[src/rtl/evt_pkg.sv]
package evt_pkg;
  typedef enum logic [2:0] {
    G_NONE,
    G_CAP_LO,
    G_CAP_HI,
    G_CFG_LO,
    G_CFG_HI,
    G_STS,
    G_CNT_LO,
    G_CNT_HI
  } gsel_e;

  localparam int unsigned ADDR_W    = 10;
  localparam int unsigned MAX_CH    = 24;  // windows that fit in 0x100..0x3FF
  localparam logic [31:0] CAP_BASE  = 32'h8086_A001;
  localparam int unsigned CNT_SHIFT = 8;
endpackage

[src/rtl/evt_addr_dec.sv]
module evt_addr_dec #(
  parameter int unsigned N_CH  = 3,
  parameter int unsigned IDX_W = $clog2(N_CH)
) (
  input  logic [evt_pkg::ADDR_W-1:0] addr_i,
  output evt_pkg::gsel_e             gsel_o,
  output logic                       chan_hit_o,
  output logic [IDX_W-1:0]           idx_o,
  output logic [4:0]                 off_o
);
  import evt_pkg::*;

  logic       aligned;
  logic       win;
  logic [4:0] raw_idx;

  assign aligned = (addr_i[1:0] == 2'b00);
  assign win     = |addr_i[9:8];
  assign raw_idx = addr_i[9:5] - 5'd8;
  assign idx_o   = raw_idx[IDX_W-1:0];
  assign off_o   = addr_i[4:0];

  assign chan_hit_o = aligned && win && (raw_idx < 5'(N_CH));

  always_comb begin
    gsel_o = G_NONE;
    if (aligned && !win) begin
      unique case (addr_i[7:2])
        6'h00:   gsel_o = G_CAP_LO;
        6'h01:   gsel_o = G_CAP_HI;
        6'h04:   gsel_o = G_CFG_LO;
        6'h05:   gsel_o = G_CFG_HI;
        6'h08:   gsel_o = G_STS;
        6'h3C:   gsel_o = G_CNT_LO;
        6'h3D:   gsel_o = G_CNT_HI;
        default: gsel_o = G_NONE;
      endcase
    end
  end
endmodule

[src/rtl/evt_main_cnt.sv]
module evt_main_cnt #(
  parameter int unsigned CNT_W = 64
) (
  input  logic             clk_i,
  input  logic             rst_ni,
  input  logic             en_i,
  input  logic             tick_i,
  input  logic             wr_lo_i,
  input  logic             wr_hi_i,
  input  logic [31:0]      wdata_i,
  output logic [CNT_W-1:0] cnt_o,
  output logic             misuse_o
);
  localparam int unsigned HI_W = CNT_W - 32;

  logic [CNT_W-1:0] cnt_q;

  always_ff @(posedge clk_i or negedge rst_ni) begin
    if (!rst_ni) begin
      cnt_q <= '0;
    end else if (wr_lo_i) begin
      cnt_q <= {cnt_q[CNT_W-1:32], wdata_i};
    end else if (wr_hi_i) begin
      cnt_q <= {wdata_i[HI_W-1:0], cnt_q[31:0]};
    end else if (en_i && tick_i) begin
      cnt_q <= cnt_q + 1'b1;
    end
  end

  assign cnt_o    = cnt_q;
  assign misuse_o = en_i && (wr_lo_i || wr_hi_i);

  p_hold_r4: assert property (@(posedge clk_i) disable iff (!rst_ni)
    (!en_i && !wr_lo_i && !wr_hi_i) |=> cnt_q == $past(cnt_q));
  p_step_r4: assert property (@(posedge clk_i) disable iff (!rst_ni)
    (en_i && tick_i && !wr_lo_i && !wr_hi_i) |=> cnt_q == $past(cnt_q) + 1'b1);
  p_half_keep_r5: assert property (@(posedge clk_i) disable iff (!rst_ni)
    wr_lo_i |=> cnt_q[CNT_W-1:32] == $past(cnt_q[CNT_W-1:32]));
endmodule

[src/rtl/evt_chan_ctl.sv]
module evt_chan_ctl #(
  parameter int unsigned N_CH = 3
) (
  input  logic            clk_i,
  input  logic            rst_ni,
  input  logic            en_q_i,
  input  logic            en_d_i,
  input  logic [N_CH-1:0] cmp_ones_i,
  input  logic [N_CH-1:0] sts_set_i,
  input  logic            sts_wr_i,
  input  logic [N_CH-1:0] wdata_i,
  output logic [N_CH-1:0] arm_o,
  output logic [N_CH-1:0] disarm_o,
  output logic [N_CH-1:0] drop_o,
  output logic [N_CH-1:0] sts_o
);
  logic            rise, fall;
  logic [N_CH-1:0] sts_q, sts_d, set_eff, clr, drop_d;

  assign rise    = en_d_i && !en_q_i;
  assign fall    = !en_d_i && en_q_i;
  assign set_eff = sts_set_i & {N_CH{en_q_i}};
  assign clr     = sts_wr_i ? (wdata_i & sts_q) : '0;

  always_comb begin
    if (fall) begin
      sts_d  = '0;
      drop_d = sts_q;
    end else begin
      sts_d  = (sts_q & ~clr) | set_eff;
      drop_d = clr & ~set_eff;  // a fresh event beats the acknowledge
    end
  end

  always_ff @(posedge clk_i or negedge rst_ni) begin
    if (!rst_ni) begin
      sts_q    <= '0;
      arm_o    <= '0;
      disarm_o <= '0;
      drop_o   <= '0;
    end else begin
      sts_q    <= sts_d;
      arm_o    <= rise ? ~cmp_ones_i : '0;
      disarm_o <= fall ? '1 : '0;
      drop_o   <= drop_d;
    end
  end

  assign sts_o = sts_q;

  p_arm_rise_r7: assert property (@(posedge clk_i) disable iff (!rst_ni)
    (|arm_o) |-> (en_q_i && !$past(en_q_i)));
  p_disarm_fall_r8: assert property (@(posedge clk_i) disable iff (!rst_ni)
    (|disarm_o) |-> (!en_q_i && $past(en_q_i)));
  p_drop_pending_r10: assert property (@(posedge clk_i) disable iff (!rst_ni)
    (|drop_o) |-> ((drop_o & ~$past(sts_q)) == '0));
  p_no_set_idle_r9: assert property (@(posedge clk_i) disable iff (!rst_ni)
    !en_q_i |=> ((sts_q & ~$past(sts_q)) == '0));
endmodule

[src/rtl/evt_timer_regs.sv]
module evt_timer_regs #(
  parameter int unsigned N_CH      = 3,   // 3..24
  parameter logic [31:0] PERIOD_FS = 32'd10_000_000,
  localparam int unsigned IDX_W    = $clog2(N_CH)
) (
  input  logic              clk_i,
  input  logic              rst_ni,
  input  logic              req_i,
  input  logic              we_i,
  input  logic [9:0]        addr_i,
  input  logic [31:0]       wdata_i,
  output logic [31:0]       rdata_o,
  input  logic              tick_i,
  input  logic [N_CH-1:0]   cmp_ones_i,
  input  logic [N_CH-1:0]   sts_set_i,
  input  logic [31:0]       ch_rdata_i,
  output logic              ch_req_o,
  output logic              ch_we_o,
  output logic [IDX_W-1:0]  ch_idx_o,
  output logic [4:0]        ch_off_o,
  output logic [63:0]       count_o,
  output logic              enable_o,
  output logic              legacy_o,
  output logic [N_CH-1:0]   arm_o,
  output logic [N_CH-1:0]   disarm_o,
  output logic [N_CH-1:0]   irq_drop_o,
  output logic              misuse_o
);
  import evt_pkg::*;

  localparam logic [31:0] CAP_LO = CAP_BASE | (32'(N_CH - 1) << CNT_SHIFT);

  gsel_e           gsel;
  logic            chan_hit;
  logic            wr, rd;
  logic            en_q, leg_q, en_d;
  logic            cfg_wr;
  logic [N_CH-1:0] sts;
  logic [31:0]     rd_val, rdata_q;

  evt_addr_dec #(.N_CH(N_CH), .IDX_W(IDX_W)) u_dec (
    .addr_i     (addr_i),
    .gsel_o     (gsel),
    .chan_hit_o (chan_hit),
    .idx_o      (ch_idx_o),
    .off_o      (ch_off_o)
  );

  assign wr       = req_i && we_i;
  assign rd       = req_i && !we_i;
  assign ch_req_o = req_i && chan_hit;
  assign ch_we_o  = wr && chan_hit;
  assign cfg_wr   = wr && (gsel == G_CFG_LO);
  assign en_d     = cfg_wr ? wdata_i[0] : en_q;

  always_ff @(posedge clk_i or negedge rst_ni) begin
    if (!rst_ni) begin
      en_q  <= 1'b0;
      leg_q <= 1'b0;
    end else if (cfg_wr) begin
      en_q  <= wdata_i[0];
      leg_q <= wdata_i[1];
    end
  end

  assign enable_o = en_q;
  assign legacy_o = leg_q;

  evt_main_cnt #(.CNT_W(64)) u_cnt (
    .clk_i    (clk_i),
    .rst_ni   (rst_ni),
    .en_i     (en_q),
    .tick_i   (tick_i),
    .wr_lo_i  (wr && (gsel == G_CNT_LO)),
    .wr_hi_i  (wr && (gsel == G_CNT_HI)),
    .wdata_i  (wdata_i),
    .cnt_o    (count_o),
    .misuse_o (misuse_o)
  );

  evt_chan_ctl #(.N_CH(N_CH)) u_chan (
    .clk_i      (clk_i),
    .rst_ni     (rst_ni),
    .en_q_i     (en_q),
    .en_d_i     (en_d),
    .cmp_ones_i (cmp_ones_i),
    .sts_set_i  (sts_set_i),
    .sts_wr_i   (wr && (gsel == G_STS)),
    .wdata_i    (wdata_i[N_CH-1:0]),
    .arm_o      (arm_o),
    .disarm_o   (disarm_o),
    .drop_o     (irq_drop_o),
    .sts_o      (sts)
  );

  always_comb begin
    rd_val = '0;
    if (chan_hit) begin
      rd_val = ch_rdata_i;
    end else begin
      unique case (gsel)
        G_CAP_LO: rd_val = CAP_LO;
        G_CAP_HI: rd_val = PERIOD_FS;
        G_CFG_LO: rd_val = {30'd0, leg_q, en_q};
        G_STS:    rd_val = 32'(sts);
        G_CNT_LO: rd_val = count_o[31:0];
        G_CNT_HI: rd_val = count_o[63:32];
        default:  rd_val = '0;
      endcase
    end
  end

  always_ff @(posedge clk_i or negedge rst_ni) begin
    if (!rst_ni)  rdata_q <= '0;
    else if (rd)  rdata_q <= rd_val;
  end

  assign rdata_o = rdata_q;

  p_chan_range_r12: assert property (@(posedge clk_i) disable iff (!rst_ni)
    ch_req_o |-> (ch_idx_o < IDX_W'(N_CH)));
  p_oor_zero_r12: assert property (@(posedge clk_i) disable iff (!rst_ni)
    (rd && |addr_i[9:8] && !chan_hit) |=> rdata_o == '0);
  p_rdata_hold_r13: assert property (@(posedge clk_i) disable iff (!rst_ni)
    !rd |=> $stable(rdata_o));
endmodule

[config.mk]
export PLATFORM = sky130hd
export DESIGN_NAME = evt_timer_regs
export DESIGN_NICKNAME = d
export VERILOG_FILES = /design/src/rtl/evt_pkg.sv /design/src/rtl/evt_addr_dec.sv /design/src/rtl/evt_main_cnt.sv /design/src/rtl/evt_chan_ctl.sv /design/src/rtl/evt_timer_regs.sv
export SDC_FILE = /design/constraint.sdc
export NUM_CORES = 1
export LEC_CHECK = 0
export ABC_AREA = 1
export CAP_MARGIN = 30
export CORE_ASPECT_RATIO = 0.7
export CORE_MARGIN = 2
export CORE_UTILIZATION = 65
export CTS_CLUSTER_DIAMETER = 80
export DETAILED_ROUTE_END_ITERATION = 8
export DONT_BUFFER_PORTS = 1
export HOLD_SLACK_MARGIN = 0.1
export MAX_ROUTING_LAYER = met4
export PLACE_DENSITY_LB_ADDON = 0.15
export SLEW_MARGIN = 15
export SYNTH_ARGS = -nofsm -noshare
export SYNTH_HDL_FRONTEND = slang
export SYNTH_SLANG_ARGS = --single-unit
[constraint.sdc]
create_clock -name clk_i -period 2.7 [get_ports clk_i]
set_clock_uncertainty 0.2 [all_clocks]
set_input_delay 0.54 -clock clk_i [delete_from_list [all_inputs] [get_ports clk_i]]
set_output_delay 0.54 -clock clk_i [all_outputs]
set_load 0.01 [all_outputs]
==> flow_metrics.tcl <==
set metrics [dict create \
    drt_iter0_drc 1352 \
    area_growth_pct 4.88 \
    ys_types 35 \
    worst_hold_class "primary input to async pin" \
    max-cap-violations 0 \
    synth_area_leaders "sky130_fd_sc_hd__dfrtp_1, sky130_fd_sc_hd__nand2_1, sky130_fd_sc_hd__nor2_1" \
    fin_tns_setup_ns 0 \
    maxSlewHeadroom_pct 40.8 \
    synth_nets 1340 \
    drt_pre_antenna_iters 6 \
    vias 8557 \
    synth-seq-cells 108 \
    post-dp-hpwl_um 22900 \
    final_max_slew_viols 0 \
    viasPerCell 6.08 \
    place.port_buffers 0 \
    rows 33 \
    proportion_of_netlist_area_held_by_the_largest_area_contributor_pct 33.9 \
    place_worst_setup_slack_ns 0.195 \
    postPlaceCellArea_um2 8040 \
    place.gp.congestion 1.06 \
    timing.reg2reg.worst_path_depth 13 \
    setup.worst_path.class "flip-flop to flip-flop" \
    globalRouteOverflowTotal 0 \
    nNetsFinal 1330 \
    failed_checks "negative hold slack" \
    core_area_um2 11900 \
    design.portCount 202 \
    ant_nets 0 \
    hold_viol 108 \
    power.density_cell_area_nw_per_um2 385 \
    tightestPinTransition_ns 0.886 \
    synth_area_um2 7980 \
    f_max_ghz 0.398 \
    cts_post_setup_buffers_inserted 0 \
    htree_num_levels 3 \
    status "complete, but fails checks" \
    setup_violations 0 \
    unrepaired_setup_endpoints_after_global_routing "no" \
    die_area_um2 13200 \
    fin_area_um2 8370 \
    ctsResizeCount 0 \
    post_layout_instance_count_excluding_filler_cells 1408 \
    yosysWarnings 0 \
    detail_route.drc_violations 0 \
    detail_route.wirelength_um 29000 \
    finalCriticalPeriod_ns 2.51 \
    dpl.cell_count 1387 \
    grt_antenna_before_repair 1 \
    clock-root-buffer "sky130_fd_sc_hd__clkbuf_16" \
    tritoncts "done" \
    power_leakage_nw 4.02 \
    cts_made_buffers 9 \
    die_h_um 96.7 \
    r2r_setup_slack_ns 0.19 \
    postSynthCellCount 1254 \
    effective_utilization_at_floorplan_pct 67.3 \
    sequential_cell_area_um2 2700 \
    grt_pass1_wl_um 45000 \
    seq_area_frac_synth_pct 33.9 \
    clock_latency_on_the_worst_skew_pair_ns 0.36 \
    first_global_vias 7961 \
    die_x_um 136 \
    fillers 1101 \
    max_buffers_root_to_sink 2 \
    setup.worst_path.start_class "flip-flop" \
    total_routing_usage_gr_pct 46.5 \
    avgSynthCellArea_um2 6.36 \
    path_max_fanout 5 \
    multi_input_area_um2 4430 \
    final_min_period_over_clock_period_pct 93.1 \
    finalWorstSetupSlack_ns 0.186 \
    cp_data_required_time_ns 2.75 \
    endpoint_kind "flip-flop" \
    grt_start_max_net_pins 109 \
    cts.clk_slew.worst_paths_ns 0.08 \
    post_drt_wl_per_cell_um 20.6 \
    cts_sinks 108 \
    drive_gt1_share_pct 6.16 \
    ir_drop_v 0.000294 \
    cts_hold_buf 3 \
    finalHoldWorstSlack_ns -0.329 \
    synth_top_area_cell "sky130_fd_sc_hd__dfrtp_1" \
    critPathArrivalTime_ns 2.56 \
]
## state kept, by name (all words and copies together) (netlist names)
register / flops
enable_o: 1
legacy_o: 1
rdata_o: 32
u_chan.arm_o: 3
u_chan.disarm_o: 1
u_chan.drop_o: 3
u_chan.sts_o: 3
u_cnt.cnt_o: 64
## worst paths after layout
kind                                       startpoint                          end
max                        u_cnt.cnt_o[1]$_DFFE_PN0P_  u_cnt.cnt_o[58]$_DFFE_PN0P_
min                                            rst_ni    u_chan.arm_o[0]$_DFF_PN0_
max reg2reg                u_cnt.cnt_o[1]$_DFFE_PN0P_  u_cnt.cnt_o[58]$_DFFE_PN0P_
min reg2reg                 u_chan.sts_o[2]$_DFF_PN0_   u_chan.drop_o[2]$_DFF_PN0_
max in group asynchronous                      rst_ni   u_cnt.cnt_o[6]$_DFFE_PN0P_
min in group clk_i                         wdata_i[1]         legacy_o$_DFFE_PN0N_
## routing by layer
layer	up-vias	track usage [%]	wire length [µm]
li1	3897	-	-
met1	3968	67.6	12000
met2	635	58.9	11100
met3	57	21.6	5370
met4	0	8.33	505
met5	-	-	0
## cells in the mapped netlist (all sizes together)
library cell / instances
clkinv: 2
nand4: 21
and2: 4
nand3: 100
nand3b: 6
clkbuf: 10
nand2: 519
o21ai: 39
or2: 8
nor4: 1
ha: 1
nor2: 141
buf: 37
xnor2: 17
a21oi: 40
xor2: 30
dfrtp: 108
nor3: 14
o211ai: 22
inv: 134
## per-stage QoR
step	total power, mW	utilization (%)
floorplan	1.90	-
global placement	1.92	67.9
detailed placement	1.94	67.9
CTS	3.22	70.6
global route	3.33	70.6
finish	3.22	70.6
## layout make-up
| class | count | share of cell area [%] |
|---|---|---|
| diodes | 2 | 0.0598 |
| clock buffers | 11 | 2.90 |
| clock inverters | 5 | 0.538 |
| inverters | 136 | 6.12 |
| multi-input cells | 963 | 53.0 |
| flip-flops and latches | 108 | 32.3 |
| well taps | 157 | 2.35 |
| repair buffers | 26 | 2.72 |
## cells by family after synthesis
kind of cell    count (synthesis)  share of synthesized area, %
compound gates                101                          7.22
fa+ha+maj                       1                         0.157
xor+xnor                       47                          5.16
simple gates                  814                          42.9
buf+inv                       183                          10.7
flops                         108                          33.9
## cells in the final DEF, fill, tap and decap left out, types with 4 or more instances in the layout
master and count:
sky130_fd_sc_hd__o211ai_1 22, sky130_fd_sc_hd__dfrtp_1 108, sky130_fd_sc_hd__inv_2 5, sky130_fd_sc_hd__a21oi_1 40
sky130_fd_sc_hd__xnor2_1 17, sky130_fd_sc_hd__clkbuf_16 9, sky130_fd_sc_hd__nand3_1 95, sky130_fd_sc_hd__xor2_1 30
sky130_fd_sc_hd__or2_2 8, sky130_fd_sc_hd__inv_1 129, sky130_fd_sc_hd__nor2_1 132, sky130_fd_sc_hd__nand2_2 4
sky130_fd_sc_hd__and2_1 4, sky130_fd_sc_hd__nand2_1 513, sky130_fd_sc_hd__o21ai_1 12, sky130_fd_sc_hd__o21ai_0 25
sky130_fd_sc_hd__buf_4 21, sky130_fd_sc_hd__nor2_2 7, sky130_fd_sc_hd__nor3_1 12, sky130_fd_sc_hd__nand4_1 21
sky130_fd_sc_hd__nand3b_1 6
## worst max-delay path, cell delays in order (launching register included)
cell	delay, ns
sky130_fd_sc_hd__dfrtp_1	0.48
sky130_fd_sc_hd__ha_1	0.28
sky130_fd_sc_hd__inv_1	0.08
sky130_fd_sc_hd__nor2_2	0.21
sky130_fd_sc_hd__nand2_1	0.19
sky130_fd_sc_hd__nor2_1	0.30
sky130_fd_sc_hd__and2_1	0.28
sky130_fd_sc_hd__nand2_1	0.07
sky130_fd_sc_hd__nand2_1	0.05
sky130_fd_sc_hd__nand2_1	0.05
sky130_fd_sc_hd__nand2_1	0.05
sky130_fd_sc_hd__nand2_1	0.06
sky130_fd_sc_hd__nand2_1	0.05
sky130_fd_sc_hd__nand2_1	0.05
## where the power goes
group	internal, mW	switching [mW]	total (mW)	leakage (nW)
Clock	0.666	0.645	1.31	0.138
Sequential	1.67	0.0757	1.75	1.43
Combinational	0.0641	0.0965	0.161	2.46
Power figures use the tool's default switching activity.
